File: config.mk
export PLATFORM = sky130hd
export DESIGN_NAME = tbwd_gen
export DESIGN_NICKNAME = d
export VERILOG_FILES = /design/src/rtl/tbwd_pkg.sv /design/src/rtl/tbwd_prescale.sv /design/src/rtl/tbwd_chain.sv /design/src/rtl/tbwd_wdt.sv /design/src/rtl/tbwd_gen.sv
export SDC_FILE = /design/constraint.sdc
export NUM_CORES = 1
export LEC_CHECK = 0
export BUFFER_PORTS_ARGS = -buffer_cell sky130_fd_sc_hd__buf_2
export CORE_AREA = 5 5 87 89
export CTS_BUF_LIST = sky130_fd_sc_hd__clkbuf_16
export CTS_CLUSTER_SIZE = 40
export DETAILED_ROUTE_END_ITERATION = 8
export DIE_AREA = 0 0 92 94
export PLACE_DENSITY_LB_ADDON = 0.15
export SETUP_SLACK_MARGIN = 0.15
export SYNTH_ARGS = -nofsm -noshare
export SYNTH_HDL_FRONTEND = slang
export SYNTH_SLANG_ARGS = --single-unit
export TNS_END_PERCENT = 20
File: constraint.sdc
create_clock -name clk -period 5.7 [get_ports clk]
set_clock_uncertainty 0.15 [all_clocks]
set_input_delay 1.14 -clock clk [delete_from_list [all_inputs] [get_ports clk]]
set_output_delay 1.14 -clock clk [all_outputs]
set_load 0.1 [all_outputs]
File: src/rtl/tbwd_pkg.sv
package tbwd_pkg;
   typedef enum logic [1:0] {
      SRC_RC   = 2'b00,
      SRC_XTAL = 2'b01,
      SRC_EXT  = 2'b10,
      SRC_RSVD = 2'b11
   } src_e;

   typedef enum logic [1:0] {
      RT_NONE = 2'b00,
      RT_TB   = 2'b01,
      RT_WDT  = 2'b10
   } route_e;
endpackage

File: src/rtl/tbwd_prescale.sv
module tbwd_prescale #(
   parameter int PRE_STAGES = 3
) (
   input  logic clk,
   input  logic rst_n,
   input  logic adv,
   input  logic clr,
   input  logic bypass,
   output logic ref_tick
);
   generate
      if (PRE_STAGES == 0) begin : g_none
         logic unused_pre;
         assign unused_pre = clk ^ rst_n ^ clr ^ bypass;
         assign ref_tick   = adv;
      end else begin : g_div
         logic [PRE_STAGES-1:0] pre_q;
         always_ff @(posedge clk or negedge rst_n) begin
            if (!rst_n)      pre_q <= '0;
            else if (clr)    pre_q <= '0;
            else if (adv)    pre_q <= pre_q + 1'b1;
         end
         assign ref_tick = adv & ~clr & (bypass | (&pre_q));
      end
   endgenerate
endmodule

File: src/rtl/tbwd_chain.sv
module tbwd_chain #(
   parameter int SEL_W     = 3,
   parameter int TB_STAGES = 8
) (
   input  logic             clk,
   input  logic             rst_n,
   input  logic             ref_tick,
   input  logic             run,
   input  logic             clr,
   input  logic [SEL_W-1:0] code,
   output logic             tb_level,
   output logic             period_end
);
   localparam int NSEL = (1 << SEL_W) - 1;
   localparam int CW   = NSEL + TB_STAGES;
   localparam int IW   = $clog2(CW);

   logic [CW-1:0] cnt_q;
   logic [CW-1:0] low_mask;
   logic [IW-1:0] idx;
   logic          adv;

   always_comb begin
      idx      = IW'(NSEL - int'(code) + TB_STAGES - 1);
      low_mask = (CW'(1) << (int'(idx) + 1)) - CW'(1);
   end

   assign adv        = ref_tick & run;
   assign period_end = adv & ~clr & ((cnt_q & low_mask) == low_mask);
   assign tb_level   = cnt_q[idx];

   always_ff @(posedge clk or negedge rst_n) begin
      if (!rst_n)    cnt_q <= '0;
      else if (clr)  cnt_q <= '0;
      else if (adv)  cnt_q <= cnt_q + 1'b1;
   end
endmodule

File: src/rtl/tbwd_wdt.sv
module tbwd_wdt #(
   parameter int WDT_STAGES = 2
) (
   input  logic clk,
   input  logic rst_n,
   input  logic period_end,
   input  logic clr_stage,
   input  logic clr_flag,
   output logic flag
);
   logic [WDT_STAGES-1:0] st_q;
   logic                  flag_q;

   always_ff @(posedge clk or negedge rst_n) begin
      if (!rst_n)          st_q <= '0;
      else if (clr_stage)  st_q <= '0;
      else if (period_end) st_q <= st_q + 1'b1;
   end

   always_ff @(posedge clk or negedge rst_n) begin
      if (!rst_n)                                  flag_q <= 1'b0;
      else if (clr_flag)                           flag_q <= 1'b0;
      else if (period_end && (&st_q) && !clr_stage) flag_q <= 1'b1;
   end

   assign flag = flag_q;
endmodule

File: src/rtl/tbwd_gen.sv
module tbwd_gen
   import tbwd_pkg::*;
#(
   parameter int PRE_STAGES = 3,
   parameter int SEL_W      = 3,
   parameter int TB_STAGES  = 8,
   parameter int WDT_STAGES = 2
) (
   input  logic             clk,
   input  logic             rst_n,
   input  logic             sys_tick,
   input  logic             sys_en,
   input  logic [1:0]       src_sel,
   input  logic             cmd_tmr_en,
   input  logic             cmd_tmr_dis,
   input  logic             cmd_wdt_en,
   input  logic             cmd_wdt_dis,
   input  logic             cmd_irq_en,
   input  logic             cmd_irq_dis,
   input  logic             cmd_clr_tmr,
   input  logic             cmd_clr_wdt,
   input  logic             cmd_freq_wr,
   input  logic [SEL_W-1:0] freq_code,
   output logic             irq_n_o,
   output logic             irq_oe_o,
   output logic             tb_level_o,
   output logic             wdt_flag_o,
   output logic             run_o
);
   generate
      if (SEL_W < 1 || SEL_W > 4) begin : g_bad_sel
         $error("tbwd_gen: SEL_W must lie in 1..4");
      end
      if (TB_STAGES < 1) begin : g_bad_tb
         $error("tbwd_gen: TB_STAGES must be at least 1");
      end
      if (WDT_STAGES < 1) begin : g_bad_wdt
         $error("tbwd_gen: WDT_STAGES must be at least 1");
      end
      if (PRE_STAGES < 0) begin : g_bad_pre
         $error("tbwd_gen: PRE_STAGES must not be negative");
      end
   endgenerate

   src_e             src;
   route_e           route_q;
   logic             run_q;
   logic             irq_en_q;
   logic [SEL_W-1:0] code_q;
   logic             active;
   logic             bypass;
   logic             ref_tick;
   logic             chain_clr;
   logic             tb_level;
   logic             period_end;
   logic             flag;

   assign src       = src_e'(src_sel);
   assign active    = sys_en | (src == SRC_EXT);
   assign bypass    = (src == SRC_XTAL);
   assign chain_clr = cmd_clr_tmr | cmd_clr_wdt;

   always_ff @(posedge clk or negedge rst_n) begin
      if (!rst_n) begin
         run_q    <= 1'b0;
         route_q  <= RT_NONE;
         irq_en_q <= 1'b0;
         code_q   <= '1;
      end else begin
         if (cmd_wdt_dis)                     run_q <= 1'b0;
         else if (cmd_wdt_en || cmd_tmr_en)   run_q <= 1'b1;

         if (cmd_tmr_en)                                  route_q <= RT_TB;
         else if (cmd_wdt_en)                             route_q <= RT_WDT;
         else if (cmd_tmr_dis && route_q == RT_TB)        route_q <= RT_NONE;
         else if (cmd_wdt_dis && route_q == RT_WDT)       route_q <= RT_NONE;

         if (cmd_irq_dis)      irq_en_q <= 1'b0;
         else if (cmd_irq_en)  irq_en_q <= 1'b1;

         if (cmd_freq_wr)      code_q <= freq_code;
      end
   end

   tbwd_prescale #(.PRE_STAGES(PRE_STAGES)) u_pre (
      .clk      (clk),
      .rst_n    (rst_n),
      .adv      (sys_tick & active),
      .clr      (chain_clr),
      .bypass   (bypass),
      .ref_tick (ref_tick)
   );

   tbwd_chain #(.SEL_W(SEL_W), .TB_STAGES(TB_STAGES)) u_chain (
      .clk        (clk),
      .rst_n      (rst_n),
      .ref_tick   (ref_tick),
      .run        (run_q),
      .clr        (chain_clr),
      .code       (code_q),
      .tb_level   (tb_level),
      .period_end (period_end)
   );

   tbwd_wdt #(.WDT_STAGES(WDT_STAGES)) u_wdt (
      .clk        (clk),
      .rst_n      (rst_n),
      .period_end (period_end),
      .clr_stage  (cmd_clr_wdt),
      .clr_flag   (cmd_clr_wdt | cmd_irq_dis),
      .flag       (flag)
   );

   assign irq_oe_o   = irq_en_q & (((route_q == RT_TB) & tb_level) |
                                   ((route_q == RT_WDT) & flag));
   assign irq_n_o    = ~irq_oe_o;
   assign tb_level_o = tb_level;
   assign wdt_flag_o = flag;
   assign run_o      = run_q;
endmodule

==> results of run 1 <==
==> metal layers <==
layer	GRT usage, %	vias to the layer above	wire length, um
met3	2.72	6	241
met1	18.8	927	2740
met5	0	-	0
met4	4.46	0	70
li1	-	943	-
met2	22.0	37	2630
==> area by class of cell <==
cell class / count / area [sq um]
clock buffers: 3 / 75.1
clock inverters: 1 / 30.0
fillers: 690 / 4180
inverters: 13 / 48.8
multi-input cells: 200 / 1430
flip-flops and latches: 28 / 704
well taps: 80 / 100
repair buffers: 22 / 110
==> per-stage QoR <==
| stage | std cells | hold slack [ps] | worst slack, ps | util (%) |
|---|---|---|---|---|
| after floorplan | 252 | 313 | 291 | - |
| after global placement | 343 | 348 | 1540 | 35.9 |
| after detailed placement | 343 | 358 | 1440 | 35.9 |
| after CTS | 347 | 373 | 1300 | 37.5 |
| after global routing | 347 | 383 | 1060 | 37.5 |
| final | 347 | 366 | 1290 | 37.5 |
==> cells by family after synthesis <==
kind of cell,after synthesis,share of synthesized area [%]
DFF,28,31.1
muxes,10,5.69
AOI/OAI and AO/OA,63,21.3
xor gates and xnor gates,16,6.19
and+or+nand+nor,101,24.5
adders and majority gates,10,5.52
buffers and inverters,24,5.75
==> cells in the final DEF, fill, tap and decap left out, types with 6 or more instances in the layout <==
cell type | netlist | routed
a21oi_1 | 14 | 14
buf_2 | 0 | 22
dfrtp_1 | 25 | 25
ha_1 | 10 | 10
inv_1 | 11 | 11
nand2_1 | 19 | 19
nand3_1 | 7 | 7
nor2_1 | 29 | 29
o21ai_0 | 16 | 15
or3_1 | 6 | 6
xnor2_1 | 9 | 9
xor2_1 | 7 | 7
==> cell usage after synthesis, types with 4 or more instances <==
| master | number |
|---|---|
| clkbuf_1 | 4 |
| o21ai_0 | 16 |
| xor2_1 | 7 |
| or2_2 | 4 |
| nor4_1 | 4 |
| ha_1 | 10 |
| nor2_1 | 29 |
| dfrtp_1 | 25 |
| a21oi_1 | 14 |
| or3_1 | 6 |
| nor3_1 | 5 |
| nor2b_1 | 4 |
| nand3_1 | 7 |
| o211ai_1 | 4 |
| xnor2_1 | 9 |
| inv_1 | 11 |
| mux2i_1 | 5 |
| nand2_1 | 19 |
==> worst register-to-register path, delay by kind of cell (launching register included) <==
family          cells  cell delay (ps)
simple gates        5             1420
compound gates      5              890
flops               1              750
fa+ha+maj           2              890
buf+inv             1              130
==> final timing paths <==
kind / cells after the start / end / start
setup / recovery: 9 / irq_n_o / code_q[0]$_DFFE_PN1P_
hold / removal: 2 / irq_en_q$_DFFE_PN0P_ / irq_en_q$_DFFE_PN0P_
setup reg to reg: 13 / u_wdt.st_q[0]$_DFFE_PN0P_ / code_q[0]$_DFFE_PN1P_
hold reg to reg: 2 / irq_en_q$_DFFE_PN0P_ / irq_en_q$_DFFE_PN0P_
max in group asynchronous: 1 / u_chain.cnt_q[3]$_DFFE_PN0P_ / rst_n
min in group asynchronous: 1 / u_wdt.st_q[1]$_DFFE_PN0P_ / rst_n
==> flip-flops by register name, indices dropped and copies added, names as in the netlist <==
name,cells
code_q,3
irq_en_q,1
route_q,2
run_o,1
u_chain.cnt_q,15
u_pre.g_div.pre_q,3
u_wdt.flag,1
u_wdt.st_q,2
==> power by group through the flow <==
stage / clock, W / combinational, W / sequential (W)
global route: 0.000229 / 0.000143 / 0.000217
detailed placement: 0 / 0.000129 / 0.000219
CTS: 0.000222 / 0.000130 / 0.000215
finish: 0.000214 / 0.000131 / 0.000216
floorplan: 0 / 0.000104 / 0.000217
global placement: 0 / 0.000131 / 0.000219
==> metrics.md, run 1 <==
| Metric | Value |
|---|---|
| Crit. End Element | output port |
| Core Rows | 30 |
| Unrepaired setup endpoints after global routing | false |
| Status | completed |
| Diodes inserted | 0 |
| Antenna-violating nets left | 0 |
| Max Cap Viol | 0 |
| Net Sw Frac | 29.1% |
| Yosys top cell area share | around 28% |
| R2R setup slack | ~1400 ps |
| Ys flop type | dfrtp_1 |
| Cts bufs inserted | 3 |
| Delay-heaviest family, CP | flip-flops |
| Pwr Density | about 220 nW/um^2 |
| Clock Latency Late Sink | between 200 and 300 ps |
| Layout cell share with drive strength beyond 1 | a little over a fifth |
| CTS max path bufs | 2 |
| Routed wire length | ~5.7 mm |
| WP buf/inv | 1 |
| Slew HR | approximately 53% |
| Most used cell, CP | nand2_1 |
| Max incr delay on CP | about 750 ps |
| Vias per inst | approximately 5.5 |
| Initial antenna violation count | 0 |
| P_int | a little under 0.0004 W |
| Vias in the first global route | roughly 1800 |
| Largest net degree at the start of global routing | 29 |
| Comb pwr share | roughly a quarter |
| Layout Nets | slightly below 300 |
| Vias | about 1900 |
| CTS tree | built |
| Synth unique cells | 66 |
| Drt drc | 0 |
| Clock share of power | a little under two fifths |
| Critical path fanouts, max | 15 |
| FMAX | approximately 0.23 GHz |
| Cts hold-fix bufs | 0 |
| # Post-CTS Setup Buffers | 0 |
| Wirelength per Cell | 16.4 um |
| Slew Limit Fails | 0 |
| Post-synth EDFFs | 0 |
| Starting DRC count in detailed routing | ~140 |
| Psw | around 0.00016 W |
| Hold WC Path Type | reg -> reg |
| Pleak | approximately 1.0 nW |
| Critical path class | reg -> out |
| Startpoint Class | flip-flop |
| Clk sink count | 28 |
| Cells after Synth | ~250 |
| Layout area overhead | 10.5% |
| Starting Density | about a third |
| CORE AREA | between 6000 and 7000 sq um |
| Fin Setup TNS | 0 ps |
| Synth Warn # | 0 |
| Drt pass-1 iters | 4 |
| Worst VDD drop | about 0.11 mV |
| Total chip power | about 0.00056 W |
| Syn Area/Cell | roughly 9.0 sq um |
| Critical-path top delay cell | dfstp_2 |
| Final min period | approximately 4400 ps |
| Ranking of synthesized cells by area | dfrtp_1 (28%), ha_1 (5.5%), nor2_1 (4.8%) |
| Total grt overflow | 0 |
| First-pass GRT wire length | 9.46 mm |
| Mapped Nets | between 200 and 300 |
| Period utilization | approximately 77% |
| Die area | roughly 8600 sq um |
| Register bit count reported by yosys | 28 |
| Post-CTS Resized | 0 |
| Sequential Power Share | 38.5% |
| Die outline height | roughly 94 um |
| RD Place Congestion | between 0.8 and 0.9 |
| Final setup viols | 0 |
| Final hold vios | 0 |
| Clock H-tree levels | 1 |
| Critical path arrival | roughly 3100 ps |
| Clock slew seen by the registers of the worst setup and hold paths | around 70 ps |
| Largest area contributor in the netlist | dfrtp_1 |
| CTS Root Cell | clkbuf_16 |
| Synth Cell Area | 2260 sq um |
| Post-place instance area | around 2400 sq um |
| Port-buffer cells | 22 |
| Total global-route track usage | 13.8% |
| Worst-path cell chain | ha_1 -> xor2_1 -> mux4_2 -> nand2_1 -> o21ai_2 -> nand3b_1 -> o21ai_0 -> nand2_1 -> buf_2 |
| Actual slew at the worst max-slew pin | approximately 700 ps |
| Hpwl dp | around 4.2 mm |
| Layout Cell Area excl Fill | about 2500 sq um |
| Post-synth ARST share | 100% |
| Register area share after synthesis | between 30% and 40% |
| DIE WIDTH | about 90 um |
| I/O pins | 23 |
| Required time worst endpoint | approximately 4400 ps |
Power figures use the tool's default switching activity.
==> run 2, diff against run 1 <==
==> constraint.sdc (replaced) <==
create_clock -name clk -period 4 [get_ports clk]
set_clock_uncertainty 0.15 [all_clocks]
set_input_delay 0.8 -clock clk [delete_from_list [all_inputs] [get_ports clk]]
set_output_delay 0.8 -clock clk [all_outputs]
set_load 0.1 [all_outputs]
==> run 2 against run 1 <==
Compared with the run above:
- clock power grew 38%
- critical endpoint is now irq_oe_o
- hold slack gained 18 ps
- critical path type unchanged
- sequential cell count is the same
- die area is the same
- via count grew 0.73%
- cell area grew 5.8%
- global-route usage shrank 0.29 points
==> metrics.md, run 2 (synthesis results as in run 1) <==
| Metric | Value |
|---|---|
| Period utilization | 92.5% |
| Worst-path cell chain | inv_1 -> ha_4 -> buf_4 -> mux4_2 -> mux2i_2 -> o21ai_4 -> nand3b_1 -> o21ai_2 -> nand2_4 -> clkinvlp_4 -> clkbuf_4 |
| Starting DRC count in detailed routing | 113 |
| Die area | between 8000 and 9000 sq um |
| Hold WC Path Type | reg -> reg |
| Biggest regs | u_chain.cnt_q (15), code_q (3), u_pre.g_div.pre_q (3) |
| Critical-path top delay cell | dfstp_2 |
| Clock Latency Late Sink | 260 ps |
| Pleak | between 1 and 1.5 nW |
| Layout cell share with drive strength beyond 1 | between 20% and 30% |
| Status | completed |
| Vias in the first global route | approximately 1900 |
| Slew Limit Fails | 0 |
| Final hold vios | 0 |
| Inst Count DP | between 300 and 400 |
| Multi-input logic area | roughly 1500 sq um |
| Diodes inserted | 0 |
| CORE AREA | roughly 6700 sq um |
| Critical path arrival | around 2800 ps |
| Slew HR | between 50% and 60% |
| Critical path class | reg -> out |
| Met1 usage | between 10% and 20% |
| Total grt overflow | 0 |
| Largest net degree at the start of global routing | 29 |
| Actual slew at the worst max-slew pin | around 620 ps |
| R2R setup slack | 310 ps |
| Starting Density | 33.9% |
| Total chip power | about 0.00081 W |
| Total global-route track usage | 13.5% |
| CTS max path bufs | 2 |
| # fillers | 682 |
| FMAX | 0.270 GHz |
| Max incr delay on CP | roughly 650 ps |
| Required time worst endpoint | ~3100 ps |
| Antenna-violating nets left | 0 |
| Clock H-tree levels | 1 |
| Drt drc | 0 |
| Unrepaired setup endpoints after global routing | true |
| Die outline height | about 94 um |
| DIE WIDTH | approximately 90 um |
| Most frequent cells in the layout | nor2_1 (28), dfrtp_1 (25), buf_2 (20) |
| Pre-CTS setup slack | approximately 290 ps |
| Worst VDD drop | around 0.14 mV |
| Drt pass-1 iters | 4 |
| Layout area overhead | 16.9% |
| Layout Nets | a little over 300 |
| Wirelength per Cell | between 15 and 20 um |
| Vias | just under 2000 |
| Routed wire length | approximately 5.6 mm |
| Critical path fanouts, max | 10 |
| CP Launch Point | code_q[1]$_DFFE_PN1P_ |
| Most used routing layer | met2 |
| Port-buffer cells | 22 |
| GR Util met2 | about a fifth |
| Initial antenna violation count | 0 |
| Worst Hold Launch | u_pre.g_div.pre_q[1]$_DFFE_PN0P_ |
| Cts bufs inserted | 3 |
| Clk sink count | 28 |
| First-pass GRT wire length | ~9.5 mm |
| Pwr Density | between 300 and 400 nW/um^2 |
| Top reg by flops | u_chain.cnt_q |
| Max Cap Viol | 0 |
| Met3 Use GR | between 1 and 1.5% |
| Core Rows | 30 |
| Startpoint Class | flip-flop |
| I/O pins | 23 |
| Final min period | 3700 ps |
| CTS Root Cell | clkbuf_16 |
| Fin Setup TNS | 0 ps |
| Final setup margin | 301 ps |
| Commonest non-fill, non-tap cell in the layout | nor2_1 |
| R2r startpoint | code_q[1]$_DFFE_PN1P_ |
| Crit. End Element | output port |
| Clock slew seen by the registers of the worst setup and hold paths | 70 ps |
| CTS tree | built |
| Register Area | slightly above 700 sq um |
| Fin cells | about 360 |
| Hpwl dp | around 4.4 mm |
| Final setup viols | 0 |
| Vias per inst | between 5 and 6 |
| Largest register FFs | 15 |
| RD Place Congestion | between 0.8 and 0.9 |
| # Post-CTS Setup Buffers | 0 |
## run 2: metal layers
| layer | share of wire, % | vias up | wire length, um |
|---|---|---|---|
| met3 | 3.5 | 6 | 199 |
| met4 | 1.4 | 0 | 78 |
| met5 | 0 | - | 0 |
| li1 | - | 956 | - |
| met2 | 47 | 42 | 2630 |
| met1 | 49 | 923 | 2740 |
## run 2: final cells by class
type | instances | area share [%]
Multi-Input combinational cell | 200 | 56.4
Sequential cell | 28 | 26.6
Timing Repair Buffer | 30 | 7.09
Tap cell | 80 | 3.78
Clock buffer | 3 | 2.84
Inverter | 13 | 2.17
Clock inverter | 1 | 1.13
## run 2: what timing repair did
action | in CTS | in global routing
hold buffers | 0 | 0
pin swaps | 0 | 0
endpoints found under the setup margin | 1 | 2
gates resized for setup | 1 | 4
## run 2: path summary, 6_finish.rpt
check                                                    to  depth (start not counted)
setup / recovery                                   irq_oe_o                         11
hold / removal             u_pre.g_div.pre_q[1]$_DFFE_PN0P_                          2
setup reg to reg                  u_wdt.st_q[0]$_DFFE_PN0P_                         13
hold reg to reg            u_pre.g_div.pre_q[1]$_DFFE_PN0P_                          2
max in group asynchronous            u_wdt.flag$_DFFE_PN0P_                          1
min in group asynchronous      u_chain.cnt_q[1]$_DFFE_PN0P_                          1
## run 2: per-stage QoR
stage / hold WS [ps] / utilization, % / area [sq um]
after floorplan: 343 / - / 2320
after global placement: 367 / 37.7 / 2520
after detailed placement: 368 / 37.7 / 2520
after CTS: 391 / 39.3 / 2630
after global routing: 433 / 39.6 / 2650
final: 384 / 39.6 / 2650
## run 2: worst max-delay path, delay by kind of cell, from the launching register on
family	cells	cell delay (ps)
multiplexers	2	550
AND/OR/NAND/NOR	2	180
buffers and inverters	4	640
AO/OA/AOI/OAI	2	160
adder cells (fa/ha/maj)	1	280
flip-flops	1	650
## run 2: where the power goes
part / leakage [nW] / switching (W) / internal (W)
clock: 0.0511 / 0.0000965 / 0.000199
combinational: 0.625 / 0.000117 / 0.0000869
sequential: 0.373 / 0.0000150 / 0.000292
total: 1.05 / 0.000228 / 0.000578
